**src/rtl/disp_ser_pkg.sv**
```systemverilog
package disp_ser_pkg;
   // order of bits in the synchronized pin vector
   localparam int PIN_SCLK = 0;
   localparam int PIN_DAT  = 1;
   localparam int PIN_DC   = 2;
   localparam int PIN_SELN = 3;
   localparam int PIN_SEL  = 4;
   localparam int PIN_CNT  = 5;

   typedef enum logic {
      DEST_CMD = 1'b0,
      DEST_RAM = 1'b1
   } dest_e;
endpackage

```
**src/rtl/disp_ser_sync.sv**
```systemverilog
module disp_ser_sync #(
   parameter int WIDTH  = 1,
   parameter int STAGES = 2
) (
   input  logic             clk,
   input  logic             rst_n,
   input  logic [WIDTH-1:0] d_i,
   output logic [WIDTH-1:0] q_o
);
   generate
      if (STAGES < 2) begin : g_bad_stages
         $error("disp_ser_sync: STAGES must be at least 2");
      end
      if (WIDTH < 1) begin : g_bad_width
         $error("disp_ser_sync: WIDTH must be at least 1");
      end
   endgenerate

   logic [WIDTH-1:0] chain [STAGES];

   genvar s;
   generate
      for (s = 0; s < STAGES; s++) begin : g_stage
         if (s == 0) begin : g_first
            always_ff @(posedge clk or negedge rst_n) begin
               if (!rst_n) chain[s] <= '0;
               else        chain[s] <= d_i;
            end
         end else begin : g_rest
            always_ff @(posedge clk or negedge rst_n) begin
               if (!rst_n) chain[s] <= '0;
               else        chain[s] <= chain[s-1];
            end
         end
      end
   endgenerate

   assign q_o = chain[STAGES-1];
endmodule

```
**src/rtl/disp_ser_edge.sv**
```systemverilog
module disp_ser_edge (
   input  logic clk,
   input  logic rst_n,
   input  logic lvl_i,
   output logic rise_o
);
   logic prev_q;

   always_ff @(posedge clk or negedge rst_n) begin
      if (!rst_n) prev_q <= 1'b0;
      else        prev_q <= lvl_i;
   end

   assign rise_o = lvl_i & ~prev_q;

   // a rise can never be reported twice in a row (supports R4)
   p_rise_single_r4: assert property (@(posedge clk) disable iff (!rst_n)
      rise_o |=> !rise_o);
endmodule

```
**src/rtl/disp_ser_shift.sv**
```systemverilog
module disp_ser_shift #(
   parameter int BYTE_W = 8
) (
   input  logic              clk,
   input  logic              rst_n,
   input  logic              rise_i,
   input  logic              dat_i,
   input  logic              dc_i,
   input  logic              act_i,
   output logic              wr_vld_o,
   output logic [BYTE_W-1:0] wr_byte_o,
   output logic              wr_ram_o
);
   import disp_ser_pkg::*;

   localparam int CNT_W = (BYTE_W > 1) ? $clog2(BYTE_W) : 1;
   localparam logic [CNT_W-1:0] LAST = CNT_W'(BYTE_W - 1);

   generate
      if (BYTE_W < 2) begin : g_bad_byte
         $error("disp_ser_shift: BYTE_W must be at least 2");
      end
   endgenerate

   logic [CNT_W-1:0]  cnt_q;
   logic [BYTE_W-2:0] part_q;
   logic [BYTE_W-1:0] next_byte;
   logic              take;
   logic              last_bit;
   dest_e             dest;

   assign take      = rise_i & act_i;
   assign last_bit  = (cnt_q == LAST);
   assign next_byte = {part_q, dat_i};
   assign dest      = dc_i ? DEST_RAM : DEST_CMD;

   always_ff @(posedge clk or negedge rst_n) begin
      if (!rst_n) begin
         cnt_q  <= '0;
         part_q <= '0;
      end else if (!act_i) begin
         cnt_q  <= '0;
      end else if (take) begin
         part_q <= next_byte[BYTE_W-2:0];
         cnt_q  <= last_bit ? '0 : cnt_q + 1'b1;
      end
   end

   always_ff @(posedge clk or negedge rst_n) begin
      if (!rst_n) begin
         wr_vld_o  <= 1'b0;
         wr_byte_o <= '0;
         wr_ram_o  <= 1'b0;
      end else begin
         wr_vld_o <= take & last_bit;
         if (take & last_bit) begin
            wr_byte_o <= next_byte;
            wr_ram_o  <= (dest == DEST_RAM);
         end
      end
   end

   p_deselect_clears_r5: assert property (@(posedge clk) disable iff (!rst_n)
      !act_i |=> (cnt_q == '0));
   p_no_write_idle_r6: assert property (@(posedge clk) disable iff (!rst_n)
      !act_i |=> !wr_vld_o);
   p_dest_sample_r3: assert property (@(posedge clk) disable iff (!rst_n)
      wr_vld_o |-> (wr_ram_o == $past(dc_i)));
   p_wrap_r7: assert property (@(posedge clk) disable iff (!rst_n)
      (take && last_bit) |=> (cnt_q == '0 && wr_vld_o));
   p_strobe_single_r4: assert property (@(posedge clk) disable iff (!rst_n)
      wr_vld_o |=> !wr_vld_o);
endmodule

```
**src/rtl/disp_ser_wr.sv**
```systemverilog
module disp_ser_wr #(
   parameter int BYTE_W      = 8,
   parameter int SYNC_STAGES = 2
) (
   input  logic              clk,
   input  logic              rst_n,
   input  logic              ser_clk_i,
   input  logic              ser_dat_i,
   input  logic              dc_sel_i,
   input  logic              sel_n_i,
   input  logic              sel_i,
   output logic              wr_vld_o,
   output logic [BYTE_W-1:0] wr_byte_o,
   output logic              wr_ram_o
);
   import disp_ser_pkg::*;

   logic [PIN_CNT-1:0] pins_raw;
   logic [PIN_CNT-1:0] pins_s;
   logic               sclk_rise;
   logic               active;

   always_comb begin
      pins_raw           = '0;
      pins_raw[PIN_SCLK] = ser_clk_i;
      pins_raw[PIN_DAT]  = ser_dat_i;
      pins_raw[PIN_DC]   = dc_sel_i;
      // reset value 0 on the sync flop means "selected"; invert so idle is safe
      pins_raw[PIN_SELN] = ~sel_n_i;
      pins_raw[PIN_SEL]  = sel_i;
   end

   disp_ser_sync #(.WIDTH(PIN_CNT), .STAGES(SYNC_STAGES)) u_sync (
      .clk   (clk),
      .rst_n (rst_n),
      .d_i   (pins_raw),
      .q_o   (pins_s)
   );

   assign active = pins_s[PIN_SELN] & pins_s[PIN_SEL];

   disp_ser_edge u_edge (
      .clk    (clk),
      .rst_n  (rst_n),
      .lvl_i  (pins_s[PIN_SCLK]),
      .rise_o (sclk_rise)
   );

   disp_ser_shift #(.BYTE_W(BYTE_W)) u_shift (
      .clk       (clk),
      .rst_n     (rst_n),
      .rise_i    (sclk_rise),
      .dat_i     (pins_s[PIN_DAT]),
      .dc_i      (pins_s[PIN_DC]),
      .act_i     (active),
      .wr_vld_o  (wr_vld_o),
      .wr_byte_o (wr_byte_o),
      .wr_ram_o  (wr_ram_o)
   );

   always_comb begin
      if (!rst_n) p_reset_quiet_r1: assert (!wr_vld_o);
   end
endmodule

```
**config.mk**
```make
export PLATFORM = sky130hd
export DESIGN_NAME = disp_ser_wr
export DESIGN_NICKNAME = d
export VERILOG_FILES = /design/src/rtl/disp_ser_pkg.sv /design/src/rtl/disp_ser_sync.sv /design/src/rtl/disp_ser_edge.sv /design/src/rtl/disp_ser_shift.sv /design/src/rtl/disp_ser_wr.sv
export SDC_FILE = /design/constraint.sdc
export NUM_CORES = 1
export LEC_CHECK = 0
export ABC_CLOCK_PERIOD_IN_PS = 1600
export CAP_MARGIN = 20
export CORE_MARGIN = 2
export CORE_UTILIZATION = 50
export DETAILED_ROUTE_END_ITERATION = 16
export PLACE_DENSITY_LB_ADDON = 0.05
export SETUP_SLACK_MARGIN = 0.1
export SYNTH_ARGS = -nofsm -noshare
export SYNTH_HDL_FRONTEND = slang
export SYNTH_SLANG_ARGS = --single-unit
```
**constraint.sdc**
```tcl
create_clock -name clk -period 1.6 [get_ports clk]
set_input_delay 0.16 -clock clk [delete_from_list [all_inputs] [get_ports clk]]
set_output_delay 0.16 -clock clk [all_outputs]
set_load 0.1 [all_outputs]
```
Yosys cells after proc, flatten, opt, wreduce, memory -nomap -nowiden

Index checks and enable logic that the tools add are counted.

Add/sub/neg operators: 1
$mul: 0
Div/mod/pow operators: 0
Order comparisons: 0
Equality and inequality tests: 2
Shift operators: 0
Mux-type cells: 4
Bitwise logic cells: 6
Reduce and logical (&&, ||, !) cells: 1

Operators with widths:

| cell                  | count |
|---|---|
| $mux W3               | 3 |
| $and A1 B1 Y1         | 4 |
| $add A3 B1 Y3 const B | 1 |
| $eq A3 B3 Y1 const B  | 1 |
| $ne A2 B2 Y1 const B  | 1 |
| $not A1 Y1            | 2 |
| $reduce_and A2 Y1     | 1 |
| $mux W1               | 1 |

Register bits after elaboration: 31
Bits in latches: 0
RAM bits: 0
Memory bits (read-only): 0
Input port bits: 7
Output and inout port bits: 10
Word-level logic and storage cells: 22
Memories kept: 0

Depth between registers and ports, before layout

Word-level depth: 5
Mapped depth: 5
Depth with buffers taken out: 5

By module

From an unflattened synthesis, not the netlist that was laid out.

Cell total of the unflattened synthesis: 69
Area, all modules: 1136.1 um2

Modules (own cells, without submodules):

| module         | times used | cells an instance | area each (um2) | seq. area each (um2) |
|---|---|---|---|---|
| disp_ser_shift | 1          | 50                | 799.5           | 500.5 |
| disp_ser_sync  | 1          | 15                | 287.8           | 250.2 |
| disp_ser_edge  | 1          | 2                 | 38.8            | 25.0 |
| disp_ser_wr    | 1          | 2                 | 10.0            | 0.0 |

Worst setup path before layout

Ideal clock, no wire load.

Kind: register to register
From: reg u_shift.cnt_q[0]
To: reg u_shift.wr_byte_o[0]
Setup time: 0.126 ns
Arrival time: 1.239 ns
Data required time: 1.474 ns
Slack: 0.235 ns
Stages on the path, launching flop included: 5
Buffers on the path: 0
Clock period less this slack: 1.365 ns
Cells stage by stage: dfrtp_1 > ha_1 > ha_1 > nand4_4 > mux2_2

Word-level cells in the longest chain between the ends: 2

Ends and longest elaborated chain:

| element                  | line                 | RTL |
|---|---|---|
| start: declaration       | disp_ser_shift.sv:25 | `logic [CNT_W-1:0] cnt_q;` |
| start signal: assignment | disp_ser_shift.sv:45 | `cnt_q <= last_bit ? '0 : cnt_q + 1'b1;` |
| $eq A3 B3 Y1             | disp_ser_shift.sv:33 | `assign last_bit = (cnt_q == LAST);` |
| $and A1 B1 Y1            | disp_ser_shift.sv:56 | `if (take & last_bit) begin` |
| end signal: assignment   | disp_ser_shift.sv:57 | `wr_byte_o <= next_byte;` |
| end: declaration         | disp_ser_shift.sv:11 | `output logic [BYTE_W-1:0] wr_byte_o,` |

No other way between the ends.
A chain may end at the register's enable or synchronous reset.

Worst setup path after layout

From: reg u_shift.cnt_q[0]
To: reg u_shift.wr_byte_o[3]

Same word-level chain as after synthesis.

==> results.md <==
* Worst Setup End Kind: flop
* F_max at roughly 700 MHz
* Delay-heaviest family, CP: adder cells
* Ant. Diodes at 0
* Final setup viols at 0
* Peak supply drop at between 0.7 and 0.8 mV
* Post-synth top area share at ~71%
* Worst slew margin at approximately three quarters
* Slew at the pin closest to its max-slew limit at between 0.3 and 0.4 ns
* Core area at around 0.002 mm^2
* Worst-path fanout max at 5
* Final hold violation count at 0
* DRC at 0
* Filler cell count at roughly 130
* Crit path kind: reg -> reg
* Total power draw at 0.001406 W
* Area post-placement at about 0.0014 mm^2
* Leakage at around 0.70 nW
* DR vias/cell at roughly 5.0
* Clock Latency Late Sink at between 0.3 and 0.4 ns
* CTS Root Cell: clkbuf_4
* Max_cap viols at 0
* Tot GR Track Use at between 10% and 20%
* Sequential cell area fraction in the yosys report at a little under three quarters
* Reg area at 775.7 um^2
* GP Congestion at 0.6858
* Design Area, Final at ~0.0015 mm^2
* Clock Path Buffers at 2
* Synth Instances at 63
* Commonest non-fill, non-tap cell in the layout: dfrtp_1
* Synth top area cells: dfrtp_1 (71%), mux2_2 (16%), mux2i_1 (2.7%)
* Critical path cell sequence: ha_1, ha_2, nand4_4, mux2_2
* Clock transition at the registers of the reported paths at roughly 0.09 ns
* Yosys cell types at 11
* Max Slew Vio Count at 0
* Starting density of the core at between 50% and 60%
* Clock skew at around 0.011 ns
* Power Density at approximately 960 mW/mm^2
* CTS tree: yes
* Vias in the first global route at 595
* Commonest cells after routing, fill and taps aside: dfrtp_1 (31), mux2_2 (16), buf_12 (10)
* Routed Antenna Nets at 0
* Die ar. at approximately 0.0026 mm^2
* Avg Cell Area, Syn at 17.36 um^2
* Tmin final at roughly 1.4 ns
* Ports at 17
* Register bit total from synthesis at 31
* FP Rows at 16
* CTS H-Tree Depth at 2
* Aggregate global routing overflow at 0
* Ys Warns at 0
* Critical path arrival at around 1.6 ns
* Global-route wire length before repair at 2649 um
* Post-DP HPWL at 1078 um
* DR iter-0 viols at 2
* Area grow syn2layout at 33.87%
* Outcome: finished clean
* Synth Cell Area at about 0.0011 mm^2
* Worst hold-check path type: in -> async
* Buf+Inv Stages, Crit Path at 0
* Top cell type by total area after synthesis: dfrtp_1
* Worst path slowest cell: dfrtp_1
* Slowest cell delay on critical path at 0.41 ns
* CTS sink cnt at 31
* Largest net degree at the start of global routing at 32
* Die Wd at 50.77 um
* Layout net count at 96
* TritonCTS Buffers at 5
* Multi-input combinational cell area at 322.8 um^2
* Fraction of layout cells with a size suffix above 1 at between 40 and 50%
* Avg WL per Cell at 14.09 um
* Nature of the critical path startpoint: flop
* RSZ-0062 raised after global routing: no
* Setup Total Neg Slack at 0 ns
* Fin crit share at approximately 90%
* CP required at ~1.8 ns
* Initial antenna violation count at 0
* Port buffer count at 16
* Initial DRT Pass Iterations at 2
* Syn_nets at 72
* Vert. Die Dim at roughly 51 um
* DRT Wirelength at between 1500 and 2000 um
* Via count at between 500 and 600
==> final cells by class <==
class | instances | area share (%)
Tap cell | 27 | 2.308
Timing Repair Buffer | 17 | 18.29
Clock buffer | 6 | 3.504
Sequential cell | 31 | 52.99
Clock inverter | 1 | 0.3419
Inverter | 2 | 0.5128
Multi-Input combinational cell | 30 | 22.05
==> worst register-to-register path, cell delays in order (launching register included) <==
cell,delay [ns]
dfrtp_1,0.41
ha_1,0.22
ha_2,0.22
nand4_4,0.12
mux2_2,0.35
==> flip-flops by register name, summed over array words and instances (netlist names) <==
signal             cells
u_shift.wr_byte_o      8
u_shift.part_q         7
u_sync.chain           5
u_sync.q_o             5
u_shift.cnt_q          3
u_edge.prev_q          1
u_shift.wr_ram_o       1
u_shift.wr_vld_o       1
==> report_power, final <==
part	internal [W]	switching [W]
registers	0.000843	0.0000394
clock network	0.000203	0.000229
logic	0.0000553	0.0000362
==> path summary, 6_finish.rpt <==
path                             startpoint                    to  slack, ns  depth (start not counted)
min in group clk                  ser_clk_i       u_sync.chain[5]       0.27                          1
min                                   rst_n         u_sync.q_o[2]       0.22                          2
max reg2reg                u_shift.cnt_q[0]  u_shift.wr_byte_o[3]       0.17                          4
max in group asynchronous             rst_n     u_shift.part_q[3]       1.10                          2
min reg2reg                 u_sync.chain[7]         u_sync.q_o[2]       0.36                          0
max                        u_shift.cnt_q[0]  u_shift.wr_byte_o[3]       0.17                          4
==> layer usage <==
metal | share of wire (%) | track usage [%] | vias up
met4 | 2.8 | 10.81 | 0
met2 | 50 | 22.15 | 15
met5 | 0 | 0 | -
met1 | 42 | 17.85 | 287
met3 | 4.9 | 5.655 | 6
li1 | - | - | 267
==> kinds of logic (layout without fill, tap and decap cells) <==
family                   count (synthesis)  in the layout  synth area share [%]
adder cells (fa/ha/maj)                  2              2                 2.288
buffers and inverters                    3             26                 1.716
flip-flops                              31             31                 70.94
multiplexers                            19             19                 19.22
AND/OR/NAND/NOR                          8              9                 5.834
==> metrics by stage <==
step	util [%]	hold WS [ns]	instances	worst slack, ns
6_report	72.40	0.2240	114	0.1665
2_1_floorplan	-	-0.1356	63	0.2351
4_1_cts	71.23	0.2306	113	0.1046
5_1_grt	72.40	0.2486	114	0.1105
3_3_place_gp	68.44	0.3314	106	0.1791
3_5_place_dp	68.44	0.3362	106	0.1193
==> synthesized netlist by cell type <==
cell type / count
buf_6: 1
dfrtp_1: 31
ha_1: 2
inv_1: 2
mux2_2: 16
mux2i_1: 3
nand2_1: 1
nand3_2: 1
nand4_4: 1
nor2_1: 4
nor2b_4: 1
==> what timing repair did <==
item | 4_1_cts | 5_1_grt
buffers inserted | 0 | 0
setup endpoints to repair | 0 | 9
gates resized for setup | 0 | 2
hold buffers | 0 | 0
(Power assumes the default switching activity.)
